$ cat config.mk
export PLATFORM = sky130hd
export DESIGN_NAME = wdt_dual
export DESIGN_NICKNAME = d
export VERILOG_FILES = /design/src/rtl/wdt_pkg.sv /design/src/rtl/wdt_key_seq.sv /design/src/rtl/wdt_mode_ctl.sv /design/src/rtl/wdt_counter.sv /design/src/rtl/wdt_dual.sv
export SDC_FILE = /design/constraint.sdc
export NUM_CORES = 1
export LEC_CHECK = 0
export ABC_AREA = 1
export CORE_MARGIN = 2
export CORE_UTILIZATION = 24
export CTS_CLUSTER_SIZE = 14
export DETAILED_ROUTE_END_ITERATION = 12
export DONT_BUFFER_PORTS = 1
export PLACE_DENSITY = 0.35
export SLEW_MARGIN = 20
export SYNTH_ARGS = -nofsm -noshare
export SYNTH_HDL_FRONTEND = slang
export SYNTH_HIERARCHICAL = 1
export SYNTH_SLANG_ARGS = --single-unit
$ cat constraint.sdc
create_clock -name clk_i -period 1.6 [get_ports clk_i]
set_input_delay 0.24 -clock clk_i [delete_from_list [all_inputs] [get_ports clk_i]]
set_output_delay 0.24 -clock clk_i [all_outputs]
set_load 0.05 [all_outputs]
$ cat src/rtl/wdt_pkg.sv
package wdt_pkg;
  typedef enum logic [1:0] {
    MODE_IDLE0 = 2'b00,
    MODE_IDLE1 = 2'b01,
    MODE_WDG   = 2'b10,
    MODE_TMR   = 2'b11
  } wdt_mode_e;

  localparam int KEY_W = 4;
  localparam logic [KEY_W-1:0] KEY_ARM  = 4'hA;
  localparam logic [KEY_W-1:0] KEY_FIRE = 4'h5;
endpackage

$ cat src/rtl/wdt_key_seq.sv
module wdt_key_seq
  import wdt_pkg::*;
(
  input  logic             clk_i,
  input  logic             rst_ni,
  input  logic             wr_en_i,
  input  logic [KEY_W-1:0] key_i,
  output logic             svc_o
);
  logic armed_q;

  // every write re-evaluates the arm state: only 0xA keeps or sets it
  always_ff @(posedge clk_i or negedge rst_ni) begin
    if (!rst_ni)      armed_q <= 1'b0;
    else if (wr_en_i) armed_q <= (key_i == KEY_ARM);
  end

  assign svc_o = wr_en_i && armed_q && (key_i == KEY_FIRE);

  AST_SVC_DISARMS: assert property (@(posedge clk_i) disable iff (!rst_ni)
    svc_o |=> !armed_q);
  AST_ARM_ON_KEY: assert property (@(posedge clk_i) disable iff (!rst_ni)
    (wr_en_i && key_i == KEY_ARM) |=> armed_q);
endmodule

$ cat src/rtl/wdt_mode_ctl.sv
module wdt_mode_ctl
  import wdt_pkg::*;
#(
  parameter int IVL_W = 2
) (
  input  logic             clk_i,
  input  logic             rst_ni,
  input  logic             wr_en_i,
  input  logic [1:0]       mode_wr_i,
  input  logic [IVL_W-1:0] ivl_wr_i,
  output wdt_mode_e        mode_o,
  output logic [IVL_W-1:0] ivl_o,
  output logic             cfg_chg_o
);
  wdt_mode_e        mode_q;
  logic [IVL_W-1:0] ivl_q;
  logic             accept;

  assign accept    = wr_en_i && (mode_q != MODE_WDG);
  assign cfg_chg_o = accept && ((mode_wr_i != mode_q) || (ivl_wr_i != ivl_q));

  always_ff @(posedge clk_i or negedge rst_ni) begin
    if (!rst_ni) begin
      mode_q <= MODE_IDLE0;
      ivl_q  <= '0;
    end else if (accept) begin
      mode_q <= wdt_mode_e'(mode_wr_i);
      ivl_q  <= ivl_wr_i;
    end
  end

  assign mode_o = mode_q;
  assign ivl_o  = ivl_q;

  AST_WDG_LOCK: assert property (@(posedge clk_i) disable iff (!rst_ni)
    (mode_q == MODE_WDG) |=> (mode_q == MODE_WDG) && $stable(ivl_q));
endmodule

$ cat src/rtl/wdt_counter.sv
module wdt_counter
  import wdt_pkg::*;
#(
  parameter int IVL_W      = 2,
  parameter int BASE_SHIFT = 3,
  parameter int STEP_SHIFT = 2,
  parameter int CNT_W      = 10
) (
  input  logic             clk_i,
  input  logic             rst_ni,
  input  logic             tick_i,
  input  wdt_mode_e        mode_i,
  input  logic [IVL_W-1:0] ivl_i,
  input  logic             clr_i,
  output logic             wdt_rst_o,
  output logic             tmr_irq_o
);
  localparam int NUM_SEL = 1 << IVL_W;

  logic [CNT_W-1:0] lim_tbl [NUM_SEL];
  logic [CNT_W-1:0] lim, cnt_q;
  logic active, hit, rst_q, irq_q;

  for (genvar g = 0; g < NUM_SEL; g++) begin : g_lim
    assign lim_tbl[g] = CNT_W'(1) << (BASE_SHIFT + STEP_SHIFT * g);
  end

  assign lim    = lim_tbl[ivl_i];
  assign active = (mode_i == MODE_WDG) || (mode_i == MODE_TMR);
  assign hit    = active && tick_i && !clr_i && (cnt_q == lim - 1'b1);

  always_ff @(posedge clk_i or negedge rst_ni) begin
    if (!rst_ni) begin
      cnt_q <= '0;
      rst_q <= 1'b0;
      irq_q <= 1'b0;
    end else begin
      if (!active || clr_i) cnt_q <= '0;
      else if (hit)         cnt_q <= '0;
      else if (tick_i)      cnt_q <= cnt_q + 1'b1;
      rst_q <= hit && (mode_i == MODE_WDG);
      irq_q <= hit && (mode_i == MODE_TMR);
    end
  end

  assign wdt_rst_o = rst_q;
  assign tmr_irq_o = irq_q;

  AST_CNT_IN_RANGE: assert property (@(posedge clk_i) disable iff (!rst_ni)
    cnt_q < lim);
  AST_IDLE_CLEAR: assert property (@(posedge clk_i) disable iff (!rst_ni)
    !active |=> cnt_q == '0);
  AST_TICK_GATE: assert property (@(posedge clk_i) disable iff (!rst_ni)
    (active && !tick_i && !clr_i) |=> $stable(cnt_q));
  AST_CLR_RESTART: assert property (@(posedge clk_i) disable iff (!rst_ni)
    clr_i |=> cnt_q == '0);
  AST_RST_PULSE: assert property (@(posedge clk_i) disable iff (!rst_ni)
    wdt_rst_o |=> !wdt_rst_o);
  AST_IRQ_PULSE: assert property (@(posedge clk_i) disable iff (!rst_ni)
    tmr_irq_o |=> !tmr_irq_o);
  AST_OUT_EXCL: assert property (@(posedge clk_i) disable iff (!rst_ni)
    !(wdt_rst_o && tmr_irq_o));
endmodule

$ cat src/rtl/wdt_dual.sv
module wdt_dual
  import wdt_pkg::*;
#(
  parameter int IVL_W      = 2,
  parameter int BASE_SHIFT = 3,
  parameter int STEP_SHIFT = 2,
  localparam int WR_W      = KEY_W + 2 + IVL_W
) (
  input  logic            clk_i,
  input  logic            rst_ni,
  input  logic            tick_i,
  input  logic            wr_en_i,
  input  logic [WR_W-1:0] wr_data_i,
  output logic            wdt_rst_o,
  output logic            tmr_irq_o
);
  localparam int NUM_SEL = 1 << IVL_W;
  localparam int CNT_W   = BASE_SHIFT + STEP_SHIFT * (NUM_SEL - 1) + 1;

  logic [KEY_W-1:0] key;
  logic [1:0]       mode_wr;
  logic [IVL_W-1:0] ivl_wr, ivl;
  wdt_mode_e        mode;
  logic             svc, cfg_chg, clr;

  assign key     = wr_data_i[WR_W-1 -: KEY_W];
  assign mode_wr = wr_data_i[IVL_W +: 2];
  assign ivl_wr  = wr_data_i[IVL_W-1:0];

  wdt_key_seq u_key (
    .clk_i  (clk_i),
    .rst_ni (rst_ni),
    .wr_en_i(wr_en_i),
    .key_i  (key),
    .svc_o  (svc)
  );

  wdt_mode_ctl #(.IVL_W(IVL_W)) u_mode (
    .clk_i    (clk_i),
    .rst_ni   (rst_ni),
    .wr_en_i  (wr_en_i),
    .mode_wr_i(mode_wr),
    .ivl_wr_i (ivl_wr),
    .mode_o   (mode),
    .ivl_o    (ivl),
    .cfg_chg_o(cfg_chg)
  );

  assign clr = svc || cfg_chg;

  wdt_counter #(
    .IVL_W     (IVL_W),
    .BASE_SHIFT(BASE_SHIFT),
    .STEP_SHIFT(STEP_SHIFT),
    .CNT_W     (CNT_W)
  ) u_cnt (
    .clk_i    (clk_i),
    .rst_ni   (rst_ni),
    .tick_i   (tick_i),
    .mode_i   (mode),
    .ivl_i    (ivl),
    .clr_i    (clr),
    .wdt_rst_o(wdt_rst_o),
    .tmr_irq_o(tmr_irq_o)
  );
endmodule

==> summary.txt, run 1 <==
Floorplan
  – Number of I/O pins: 14
  – Initial cell density of the core: 24.9%
  – Site Rows: 24
  – Area of the core: 0.00438 mm^2
  – Chip height: 71.5 um
  – Overall die width: 71.5 um
  – Die ar.: 0.00511 mm^2

Placement
  – HPWL after detailed placement: 2050 um
  – Placed Instance Area: 0.00122 mm^2
  – Number of buffer cells added on primary ports: 0
  – Weighted congestion at the end of routability-driven global placement: 0.740

Worst setup path
  – Type of origin of the critical path: flip-flop
  – Class of the most critical setup path: flip-flop to flip-flop
  – Worst path required time: 1.78 ns
  – R2r worst-path depth: 11
  – Biggest fanout along the worst timing path: 5
  – WP data arrival: 1.73 ns
  – Critical Path Sink Type: flip-flop

Synthesis
  – Fraction of the yosys area taken by sequential cells: 38.9%
  – Synth Area per Inst: 7.19 um^2
  – Synth Area in XOR/XNOR: 1.60%
  – Portion of synthesized cell area occupied by the leading cell type: 38.9%
  – Synthesized instance count: 152
  – Synthesized area: 0.00109 mm^2
  – Simple-gate share of the synthesized area: 35.6%
  – Top area cells in the synthesized netlist: dfrtp_1, nand2_1, inv_1, o21ai_2, nor2_1
  – Share of the synthesized area in compound gates (AO/OA/AOI/OAI): 12.4%
  – Post-synthesis share of cell area spent on full adders, half adders and majority gates: 1.15%
  – Number of synthesized register bits: 17
  – Combinational family with the most area after synthesis: simple AND/OR/NAND/NOR gates
  – Synthesized Nets: 165
  – Library cell with the largest summed area after synthesis: dfrtp_1
  – Mux cell area share after synthesis: 0%
  – Yosys warnings: 6
  – Synth unique cells: 20

Clock network
  – Worst-case clock buffer depth: 2
  – Clock-pin slew on the worst setup and hold paths: 0.07 ns
  – CTS tree: done
  – Maximum level of the CTS H-tree: 1
  – Clk Tree Root Cell: clkbuf_8
  – Skew-Pair Late Insertion Delay: 0.26 ns
  – Clk sink count: 17
  – Clock buffer count from CTS: 3

Detailed routing
  – Number of detailed-route iterations in the first pass: 4
  – Detailed-route vias per instance: 4.38
  – Total via count in the routed design: 977
  – Remaining DRCs: 0
  – Initial drt markers: 41
  – Detailed Route WL: 2640 um
  – Routed length per placed instance: 11.9 um
  – Number of antenna-violating nets in the routed design: 0

Run
  – Reported max-cap violation count: 0

STA
  – Maximum clock frequency: 643 MHz
  – Setup clock skew after layout: 0.00744 ns
  – Headroom to the max-slew limit: 43.2%
  – Final hold violation count: 0
  – Setup repair after global routing missed its margin: yes
  – Setup TNS Final: 0 ns
  – Final setup fails: 0
  – Crit share post-route: 97.2%
  – Number of slew-limit violations in the final report: 0
  – Slew at the pin closest to its max-slew limit: 0.850 ns
  – Clock period minus final worst setup slack: 1.55 ns

Hold path
  – Cell depth of the worst min-delay path: 3
  – Hold Crit Class: input pin to flip-flop

Layout
  – Area overhead of the layout relative to synthesis: 24.7%
  – Ratio of cells with drive above 1 in the final layout: 27.5%
  – Ant diodes: 0
  – Final-stage net count: 185
  – Final non-filler cell area: 0.00136 mm^2
  – Filler cell count in the final layout: 490

GRT
  – Global Route Usage Sum: 11.8%
  – Vias in the first global route: 1030
  – Global-route wire length before repair: 4670 um
  – Largest net degree at the start of global routing: 18
  – Overflow left after global routing: 0
  – Number of antenna violations at the first check in global routing: 0

Run status
  – Result of the run: finished, final reports clean

Pwr
  – Pwr dens: 871 mW/mm^2
  – Static leakage power: 0.694 nW
  – Max VDD drop: 0.000355 V
  – Post-route total power: 0.00119 W
[logic make-up after synthesis]
kind of cell	after synthesis
AO/OA/AOI/OAI	18
XOR/XNOR	2
adder cells (fa/ha/maj)	1
buffers and inverters	30
flip-flops	17
AND/OR/NAND/NOR	84
[cell usage after synthesis]
library cell,count
nand2_2,3
nor2_2,4
o21ai_2,8
o21ai_0,5
o41ai_1,1
o21ai_1,2
o21ai_4,1
dfrtp_1,17
nand3_4,1
nand4_1,5
ha_1,1
inv_2,2
nand3_1,6
nand2_1,46
a21oi_1,1
inv_1,28
nor2_1,16
nor2_4,2
nand2_4,1
xor2_1,2
[registers in the layout, summed over array words and instances (netlist names)]
register	flops
u_cnt/cnt_q	10
u_cnt/tmr_irq_o	1
u_mode/mode_o	2
u_mode/ivl_o	2
u_key/armed_q	1
u_cnt/wdt_rst_o	1
[critical path: stages (launching register included)]
cell and delay (ns):
dfrtp_1 0.42, buf_6 0.13, o21ai_4 0.14, a21oi_1 0.05, inv_1 0.05, nand2_1 0.05
nor2_2 0.11, inv_2 0.08, nor2_4 0.11, buf_4 0.15, nand2_8 0.07, o21ai_2 0.12
[area by class of cell]
type	instances	area (um^2)	share of cell area (%)
repair buffers	15	123	9.00
multi-input cells	105	592	43.4
flip-flops and latches	17	425	31.2
inverters	30	113	8.26
clock buffers	4	45.0	3.31
well taps	52	65.1	4.78
[layer usage]
metal	share of wire (%)	GRT usage [%]	up-vias
met5	0	0	-
met4	1.4	3.14	0
met3	4.4	3.80	5
met2	50	20.2	19
met1	44	14.2	439
li1	-	-	514
[through the flow]
stage / hold WS, ns / util, % / worst slack [ns] / instances
after global routing: 0.132 / 31.1 / -0.133 / 223
after detailed placement: -0.0550 / 27.9 / -0.0806 / 213
after global placement: -0.0551 / 27.9 / -0.0502 / 213
after floorplan: -0.0556 / - / 0.148 / 152
after CTS: 0.119 / 29.9 / -0.0140 / 221
final: 0.127 / 31.1 / 0.0450 / 223
[path summary, 6_finish.rpt]
path | start | end | slack [ns]
hold reg to reg | u_key/armed_q$_DFFE_PN0P_ | u_key/armed_q$_DFFE_PN0P_ | 0.50
hold / removal | wr_en_i | u_key/armed_q$_DFFE_PN0P_ | 0.13
setup reg to reg | u_mode/mode_o[0]$_DFFE_PN0P_ | u_cnt/cnt_q[8]$_DFFE_PN0P_ | 0.05
setup / recovery | u_mode/mode_o[0]$_DFFE_PN0P_ | u_cnt/cnt_q[8]$_DFFE_PN0P_ | 0.05
max in group asynchronous | rst_ni | u_cnt/cnt_q[8]$_DFFE_PN0P_ | 0.54
min in group asynchronous | rst_ni | u_cnt/cnt_q[0]$_DFFE_PN0P_ | 0.53
[power by group]
group | switching (W) | leakage [nW] | internal [W] | total, W
clock network | 0.000157 | 0.0228 | 0.000177 | 0.000334
logic | 0.000192 | 0.442 | 0.000167 | 0.000360
registers | 0.0000306 | 0.230 | 0.000462 | 0.000493
total | 0.000380 | 0.694 | 0.000807 | 0.00119
[cells in the final DEF, fill, tap and decap left out, types with 2 or more instances in the layout]
master and count:
nand4_1 5, o21ai_1 2, clkbuf_8 3, nor2_4 2, inv_1 27, o21ai_2 9, nand2_1 42, nor2_2 5
buf_4 12, dfrtp_1 17, o21ai_0 4, xor2_1 2, nand2_2 6, inv_2 3, nor2_1 15, nand3_1 6
buf_6 2
[repair_timing]
action | in CTS | in global routing
setup endpoints to repair | 8 | 12
pin swaps | 6 | 5
resized for setup | 2 | 11
hold endpoints to repair | 17 | 0
hold buffers | 1 | 0
buffers inserted | 3 | 2
Power figures use the tool's default switching activity.
==> inputs of run 2 (changes only) <==
--- a/config.mk
+++ b/config.mk
@@ -8,9 +8,9 @@
 export ABC_AREA = 1
 export CORE_MARGIN = 2
-export CORE_UTILIZATION = 24
+export CORE_UTILIZATION = 55
 export CTS_CLUSTER_SIZE = 14
 export DETAILED_ROUTE_END_ITERATION = 12
 export DONT_BUFFER_PORTS = 1
-export PLACE_DENSITY = 0.35
+export PLACE_DENSITY = 0.68
 export SLEW_MARGIN = 20
 export SYNTH_ARGS = -nofsm -noshare
==> constraint.sdc (replaced) <==
create_clock -name clk_i -period 1.6 [get_ports clk_i]
set_input_delay 0.24 -clock clk_i [delete_from_list [all_inputs] [get_ports clk_i]]
set_output_delay 0.24 -clock clk_i [all_outputs]
set_load 0.01 [all_outputs]
==> run 2 against run 1 <==
  * Sequential cell count is the same
  * Register-to-register slack lost 0.02 ns
  * Largest power group unchanged
  * Final cell count shrank 13%
  * First-iteration DRC count shrank 54%
  * Power shrank 10%
  * Combinational power shrank 6.4%
  * Non-clock buffer count shrank 4
  * Critical endpoint is now u_cnt/tmr_irq_o$_DFF_PN0_
  * Core utilization grew 35 points
  * Maximum frequency shrank 1.4%
  * Highest routed layer unchanged
  * Via count shrank 1.7%
  * Largest cell class unchanged
==> summary.txt, run 2 (synthesis gave the netlist of run 1 again) <==
STA
  – Headroom to the max-slew limit: 47.6% (was 43.2%)
  – Setup clock skew after layout: 0.0104 ns (was 0.00744 ns)
  – Final setup fails: 0 (unchanged)
  – Number of slew-limit violations in the final report: 0 (unchanged)
  – Setup repair after global routing missed its margin: yes (unchanged)
  – Crit share post-route: 98.6% (was 97.2%)
  – Clock period minus final worst setup slack: 1.58 ns (was 1.55 ns)
  – Maximum clock frequency: 634 MHz (was 643 MHz)
  – Final hold violation count: 0 (unchanged)
  – Worst hold margin: 0.0810 ns (was 0.127 ns)
  – Setup TNS Final: 0 ns (unchanged)
  – Slew at the pin closest to its max-slew limit: 0.784 ns (was 0.850 ns)

Placement
  – Number of buffer cells added on primary ports: 0 (unchanged)
  – Placed Instance Area: 0.00117 mm^2 (was 0.00122 mm^2)
  – HPWL after detailed placement: 1680 um (was 2050 um)
  – Weighted congestion at the end of routability-driven global placement: 0.824 (was 0.740)

Worst setup path
  – Crit Reg-Reg Startpoint: u_mode/mode_o[0]$_DFFE_PN0P_ (unchanged)
  – Critical Path Sink Type: flip-flop (unchanged)
  – R2r worst-path depth: 10 (was 11)
  – Biggest fanout along the worst timing path: 5 (unchanged)
  – RR Endpoint: u_cnt/tmr_irq_o$_DFF_PN0_ (was u_cnt/cnt_q[8]$_DFFE_PN0P_)
  – Type of origin of the critical path: flip-flop (unchanged)
  – WP data arrival: 1.80 ns (was 1.73 ns)
  – R2R setup slack: 0.02 ns (was 0.05 ns)
  – Worst path required time: 1.82 ns (was 1.78 ns)
  – Class of the most critical setup path: flip-flop to flip-flop (unchanged)

GRT
  – Largest net degree at the start of global routing: 18 (unchanged)
  – Global-route wire length before repair: 3880 um (was 4670 um)
  – Global Route Usage Sum: 20.8% (was 11.8%)
  – Overflow left after global routing: 0 (unchanged)
  – Number of antenna violations at the first check in global routing: 0 (unchanged)
  – Vias in the first global route: 963 (was 1030)

Clock network
  – Clock buffer count from CTS: 3 (unchanged)
  – Skew-Pair Late Insertion Delay: 0.29 ns (was 0.26 ns)
  – Worst-case clock buffer depth: 2 (unchanged)
  – Clk Tree Root Cell: clkbuf_4 (was clkbuf_8)
  – CTS tree: done (unchanged)
  – Maximum level of the CTS H-tree: 1 (unchanged)
  – Clk sink count: 17 (unchanged)
  – Clock-pin slew on the worst setup and hold paths: 0.11 ns (was 0.07 ns)

Detailed routing
  – Remaining DRCs: 0 (unchanged)
  – Routed length per placed instance: 11.4 um (was 11.9 um)
  – Detailed-route vias per instance: 4.95 (was 4.38)
  – Initial drt markers: 19 (was 41)
  – Number of detailed-route iterations in the first pass: 5 (was 4)
  – Number of antenna-violating nets in the routed design: 0 (unchanged)
  – Detailed Route WL: 2220 um (was 2640 um)
  – Total via count in the routed design: 960 (was 977)

Run status
  – Result of the run: finished, final reports clean (unchanged)

Floorplan
  – Initial cell density of the core: 56.8% (was 24.9%)
  – Chip height: 48.6 um (was 71.5 um)
  – Site Rows: 16 (was 24)
  – Area of the core: 0.00192 mm^2 (was 0.00438 mm^2)
  – Overall die width: 48.6 um (was 71.5 um)
  – Number of I/O pins: 14 (unchanged)
  – Die ar.: 0.00236 mm^2 (was 0.00511 mm^2)

Pwr
  – Max VDD drop: 0.000672 V (was 0.000355 V)
  – Post-route total power: 0.00106 W (was 0.00119 W)
  – Static leakage power: 0.644 nW (was 0.694 nW)
  – Clock Power Share: 21.9% (was 28.1%)
  – Gate power share: 31.7% (was 30.3%)
  – Sequential Power Share: 46.3% (was 41.5%)
  – Share of total power consumed by net switching: 34.0% (was 32.0%)
  – Internal Dissipation: 0.000702 W (was 0.000807 W)
  – Pwr dens: 838 mW/mm^2 (was 871 mW/mm^2)
  – Switch Pwr: 0.000362 W (was 0.000380 W)

Layout
  – Area overhead of the layout relative to synthesis: 16.3% (was 24.7%)
  – Most common cell after layout, fill and taps aside: nand2_1 (unchanged)
  – Most used cells in the layout excluding fill and tap cells: nand2_1, inv_1, dfrtp_1 (unchanged)
  – Largest reg by FF count: u_cnt/cnt_q (unchanged)
  – Ant diodes: 0 (unchanged)
  – Number of flip-flops in the largest register: 10 (unchanged)
  – Filler cell count in the final layout: 185 (was 490)
  – Final non-filler cell area: 0.00127 mm^2 (was 0.00136 mm^2)
  – Final core utilization: 66.1% (was 31.1%)
  – Area of the multi-input gates: 573 um^2 (was 592 um^2)
  – Final-stage net count: 181 (was 185)
  – Ratio of cells with drive above 1 in the final layout: 26.9% (was 27.5%)
  – Sequential Area: 427 um^2 (was 425 um^2)

Hold path
  – Worst hold start: wr_en_i (unchanged)
  – Hold Crit Class: input pin to flip-flop (unchanged)
  – Hold Path Sink: u_key/armed_q$_DFFE_PN0P_ (unchanged)
  – Cell depth of the worst min-delay path: 3 (unchanged)

Run
  – Reported max-cap violation count: 0 (unchanged)
==> run 2: routing by layer <==
metal / vias up / wire, um / GRT usage (%) / part of all wire [%]
li1: 499 / - / - / -
met3: 2 / 95 / 3.09 / 4.3
met2: 22 / 1130 / 35.0 / 51
met4: 0 / 19 / 10.0 / 0.86
met5: - / 0 / 0 / 0
met1: 437 / 976 / 26.4 / 44
==> run 2: area by class of cell <==
class	count	area share (%)
Sequential cell	17	33.6
Clock buffer	3	1.77
Multi-Input combinational cell	105	45.1
Clock inverter	1	0.394
Timing Repair Buffer	11	7.59
Inverter	30	8.87
Tap cell	27	2.66
==> run 2: worst max-delay path: stages, from the launching register on <==
cell     delay, ns
dfrtp_2       0.44
buf_4         0.14
o21ai_4       0.13
a21oi_2       0.04
inv_1         0.05
nand2_1       0.05
nor2_2        0.12
inv_2         0.08
nor2_4        0.18
nand4_1       0.13
nor2_1        0.13
==> run 2: worst max-delay path by stage <==
stage	depth (start not counted)	endpoint	start
2_1_floorplan	12	u_cnt/cnt_q[6]$_DFFE_PN0P_	u_mode/mode_o[0]$_DFFE_PN0P_
3_3_place_gp	13	u_cnt/cnt_q[0]$_DFFE_PN0P_	u_mode/mode_o[0]$_DFFE_PN0P_
3_5_place_dp	13	u_cnt/cnt_q[4]$_DFFE_PN0P_	u_mode/mode_o[0]$_DFFE_PN0P_
4_1_cts	12	u_cnt/tmr_irq_o$_DFF_PN0_	u_mode/mode_o[0]$_DFFE_PN0P_
5_1_grt	12	u_cnt/tmr_irq_o$_DFF_PN0_	u_mode/mode_o[0]$_DFFE_PN0P_
6_report	10	u_cnt/tmr_irq_o$_DFF_PN0_	u_mode/mode_o[0]$_DFFE_PN0P_
==> run 2: what timing repair did <==
item / in CTS / in global routing
setup endpoints to repair: 9 / 12
hold endpoints to repair: 17 / 0
hold buffers: 1 / 0
setup buffers: 0 / 4
pin swaps: 0 / 13
gates resized for setup: 1 / 12
==> run 2: metrics by stage <==
step / worst slack [ns] / std cells
2_1_floorplan: 0.148 / 152
3_3_place_gp: 0.0672 / 185
3_5_place_dp: 0.000443 / 185
4_1_cts: 0.00588 / 190
5_1_grt: -0.120 / 194
6_report: 0.0226 / 194
==> run 2: power by group through the flow <==
stage	sequential, W	clock, W	combinational, W
CTS	0.000497	0.000244	0.000273
global route	0.000499	0.000262	0.000381
detailed placement	0.000506	0	0.000258
finish	0.000493	0.000233	0.000337
floorplan	0.000509	0	0.000164
global placement	0.000502	0	0.000252
==> inputs of run 3 (changes only) <==
--- a/config.mk
+++ b/config.mk
@@ -13,4 +13,5 @@
 export DONT_BUFFER_PORTS = 1
 export PLACE_DENSITY = 0.68
+export SKIP_LAST_GASP = 1
 export SLEW_MARGIN = 20
 export SYNTH_ARGS = -nofsm -noshare
==> constraint.sdc (replaced) <==
create_clock -name clk_i -period 1.6 [get_ports clk_i]
set_input_delay 0 -clock clk_i [delete_from_list [all_inputs] [get_ports clk_i]]
set_output_delay 0 -clock clk_i [all_outputs]
set_load 0.01 [all_outputs]
==> run 3 against run 2 <==
  * Register-to-register slack barely moved
  * Power is 1.5% higher
  * Critical path depth increased by 1
  * Critical endpoint unchanged
==> summary.txt, run 3 (synthesis gave the netlist of run 1 again) <==
Detailed routing
  – Total via count in the routed design: 1016 (was 960)
  – Routed length per placed instance: 12.1 um (was 11.4 um)
  – Number of antenna-violating nets in the routed design: 0 (unchanged)
  – Remaining DRCs: 0 (unchanged)
  – Detailed-route vias per instance: 5.05 (was 4.95)
  – Detailed Route WL: 2440 um (was 2220 um)
  – Number of detailed-route iterations in the first pass: 4 (was 5)
  – Initial drt markers: 31 (was 19)

GRT
  – Number of antenna violations at the first check in global routing: 0 (unchanged)
  – Vias in the first global route: 1070 (was 963)
  – Overflow left after global routing: 0 (unchanged)
  – Global-route wire length before repair: 4370 um (was 3880 um)
  – Met1 global-route usage: 28.8% (was 26.4%)
  – Most heavily used metal layer in global routing: met2 (unchanged)
  – Met2 global-route usage: 41.0% (was 35.0%)
  – Largest net degree at the start of global routing: 18 (unchanged)
  – Met3 track utilization from global routing: 3.40% (was 3.09%)
  – Global Route Usage Sum: 23.6% (was 20.8%)

Floorplan
  – Overall die width: 48.6 um (unchanged)
  – Site Rows: 16 (unchanged)
  – Area of the core: 0.00192 mm^2 (unchanged)
  – Number of I/O pins: 14 (unchanged)
  – Chip height: 48.6 um (unchanged)
  – Initial cell density of the core: 56.8% (unchanged)
  – Die ar.: 0.00236 mm^2 (unchanged)

Placement
  – Number of buffer cells added on primary ports: 0 (unchanged)
  – Weighted congestion at the end of routability-driven global placement: 0.824 (unchanged)
  – Placed Instance Area: 0.00117 mm^2 (unchanged)
  – HPWL after detailed placement: 1680 um (unchanged)
  – Cells after DPL: 185 (unchanged)

Worst setup path
  – WP data arrival: 1.80 ns (about the same)
  – Worst path required time: 1.82 ns (about the same)
  – Crit-path cells: nand2_2 -> nand2_1 -> nor2_1 -> a21oi_1 -> inv_1 -> nand2_1 -> nor2_2 -> inv_2 -> nor2_4 -> nand4_1 -> nor2_1 (was buf_4 -> o21ai_4 -> a21oi_2 -> inv_1 -> nand2_1 -> nor2_2 -> inv_2 -> nor2_4 -> nand4_1 -> nor2_1)
  – Critical Path Sink Type: flip-flop (unchanged)
  – Maximum single-stage delay on the critical path: 0.47 ns (was 0.44 ns)
  – Type of origin of the critical path: flip-flop (unchanged)
  – Master of the slowest instance on the critical path: dfrtp_2 (unchanged)
  – Biggest fanout along the worst timing path: 5 (unchanged)
  – Class of the most critical setup path: flip-flop to flip-flop (unchanged)

STA
  – Maximum clock frequency: 632 MHz (was 634 MHz)
  – Clock period minus final worst setup slack: 1.58 ns (about the same)
  – Number of slew-limit violations in the final report: 0 (unchanged)
  – Setup clock skew after layout: 0.0127 ns (was 0.0104 ns)
  – Setup repair after global routing missed its margin: yes (unchanged)
  – Final setup fails: 0 (unchanged)
  – Final hold violation count: 0 (unchanged)
  – Headroom to the max-slew limit: 47.0% (was 47.6%)
  – Slew at the pin closest to its max-slew limit: 0.792 ns (was 0.784 ns)
  – Crit share post-route: 98.9% (was 98.6%)

Layout
  – Ratio of cells with drive above 1 in the final layout: 27.6% (was 26.9%)
  – Area overhead of the layout relative to synthesis: 23.8% (was 16.3%)
  – Number of flip-flops in the largest register: 10 (unchanged)
  – Final-stage net count: 188 (was 181)
  – Most used cells in the layout excluding fill and tap cells: nand2_1, inv_1, dfrtp_1 (unchanged)
  – Final non-filler cell area: 0.00135 mm^2 (was 0.00127 mm^2)
  – Filler cell count in the final layout: 166 (was 185)
  – Post-Layout Cell Count: 201 (was 194)
  – Ant diodes: 0 (unchanged)
  – Most common cell after layout, fill and taps aside: nand2_1 (unchanged)
  – Largest reg by FF count: u_cnt/cnt_q (unchanged)

Pwr
  – Max VDD drop: 0.000647 V (was 0.000672 V)
  – Pwr dens: 798 mW/mm^2 (was 838 mW/mm^2)
  – Gate power share: 32.0% (was 31.7%)
  – Sequential Power Share: 46.3% (about the same)
  – Share of total power consumed by net switching: 34.4% (was 34.0%)
  – Clock Power Share: 21.8% (was 21.9%)
  – Switch Pwr: 0.000371 W (was 0.000362 W)
  – Internal Dissipation: 0.000708 W (was 0.000702 W)
  – Static leakage power: 0.674 nW (was 0.644 nW)

Clock network
  – Clock buffer count from CTS: 3 (unchanged)
  – CTS tree: done (unchanged)
  – Maximum level of the CTS H-tree: 1 (unchanged)
  – Clk Tree Root Cell: clkbuf_4 (unchanged)
  – Worst-case clock buffer depth: 2 (unchanged)
  – Clk sink count: 17 (unchanged)
  – Clock-pin slew on the worst setup and hold paths: 0.11 ns (about the same)
  – Skew-Pair Late Insertion Delay: 0.29 ns (about the same)

Run
  – Reported max-cap violation count: 0 (unchanged)

Run status
  – Result of the run: finished, final reports clean (unchanged)

Hold path
  – Hold Crit Class: input pin to flip-flop (unchanged)
run 3: cell count changes in the layout (fill, tap and decap cells not counted), moves of 2 or more:
| cell | change |
|---|---|
| nand2_2 | +5 |
| dlygate4sd3_1 | +8 |
| buf_4 | -2 |
| nand2_1 | -5 |
run 3: power by group through the flow:
stage	Combinational, W	Sequential, W	Clock [W]
4_1_cts	0.000309	0.000497	0.000244
3_5_place_dp	0.000258	0.000506	0
3_3_place_gp	0.000252	0.000502	0
2_1_floorplan	0.000164	0.000509	0
5_1_grt	0.000394	0.000506	0.000262
6_report	0.000345	0.000499	0.000235
run 3: what timing repair did:
action	4_1_cts	5_1_grt
hold endpoints to repair	29	0
setup endpoints to repair	9	15
gates cloned	0	0
pin swaps	0	15
hold buffers	12	0
resized for setup	1	17
setup buffers	0	3
run 3: final timing paths:
kind	slack [ns]	endpoint	depth (start not counted)	from
min in group asynchronous	0.22	u_cnt/cnt_q[3]$_DFFE_PN0P_	1	rst_ni
min	0.19	u_cnt/cnt_q[2]$_DFFE_PN0P_	7	wr_data_i[4]
max	0.02	u_cnt/tmr_irq_o$_DFF_PN0_	11	u_mode/mode_o[0]$_DFFE_PN0P_
max reg2reg	0.02	u_cnt/tmr_irq_o$_DFF_PN0_	11	u_mode/mode_o[0]$_DFFE_PN0P_
max in group asynchronous	0.84	u_mode/mode_o[0]$_DFFE_PN0P_	1	rst_ni
min reg2reg	0.50	u_key/armed_q$_DFFE_PN0P_	2	u_key/armed_q$_DFFE_PN0P_
run 3: layout make-up:
cell class / count / area, um^2 / share of cell area [%]
Tap cell: 27 / 33.8 / 2.50
Sequential cell: 17 / 427 / 31.5
Clock inverter: 1 / 5.00 / 0.370
Timing Repair Buffer: 18 / 173 / 12.8
Multi-Input combinational cell: 105 / 579 / 42.8
Clock buffer: 3 / 22.5 / 1.67
Inverter: 30 / 113 / 8.33
run 3: critical path, delay by kind of cell, from the launching register on:
kind | cells | cell delay (ns)
AO/OA/AOI/OAI | 1 | 0.06
buffers and inverters | 2 | 0.14
AND/OR/NAND/NOR | 8 | 0.85
flip-flops | 1 | 0.47
run 3: layer usage:
metal	vias up	share of wire [%]
li1	510	-
met1	473	42
met2	29	51
met3	4	4.9
met4	0	1.4
met5	-	0
run 3: metrics by stage:
step	setup slack, ns	TNS (ns)	hold WS (ns)	total power, W	util, %
3_3_place_gp	0.0672	0	-0.295	0.000754	60.9
6_report	0.0173	0	0.192	0.00108	70.4
4_1_cts	0.00592	0	0.177	0.00105	68.8
3_5_place_dp	0.000443	0	-0.295	0.000764	60.9
5_1_grt	-0.159	-1.21	0.256	0.00116	70.4
2_1_floorplan	0.148	0	-0.296	0.000674	-
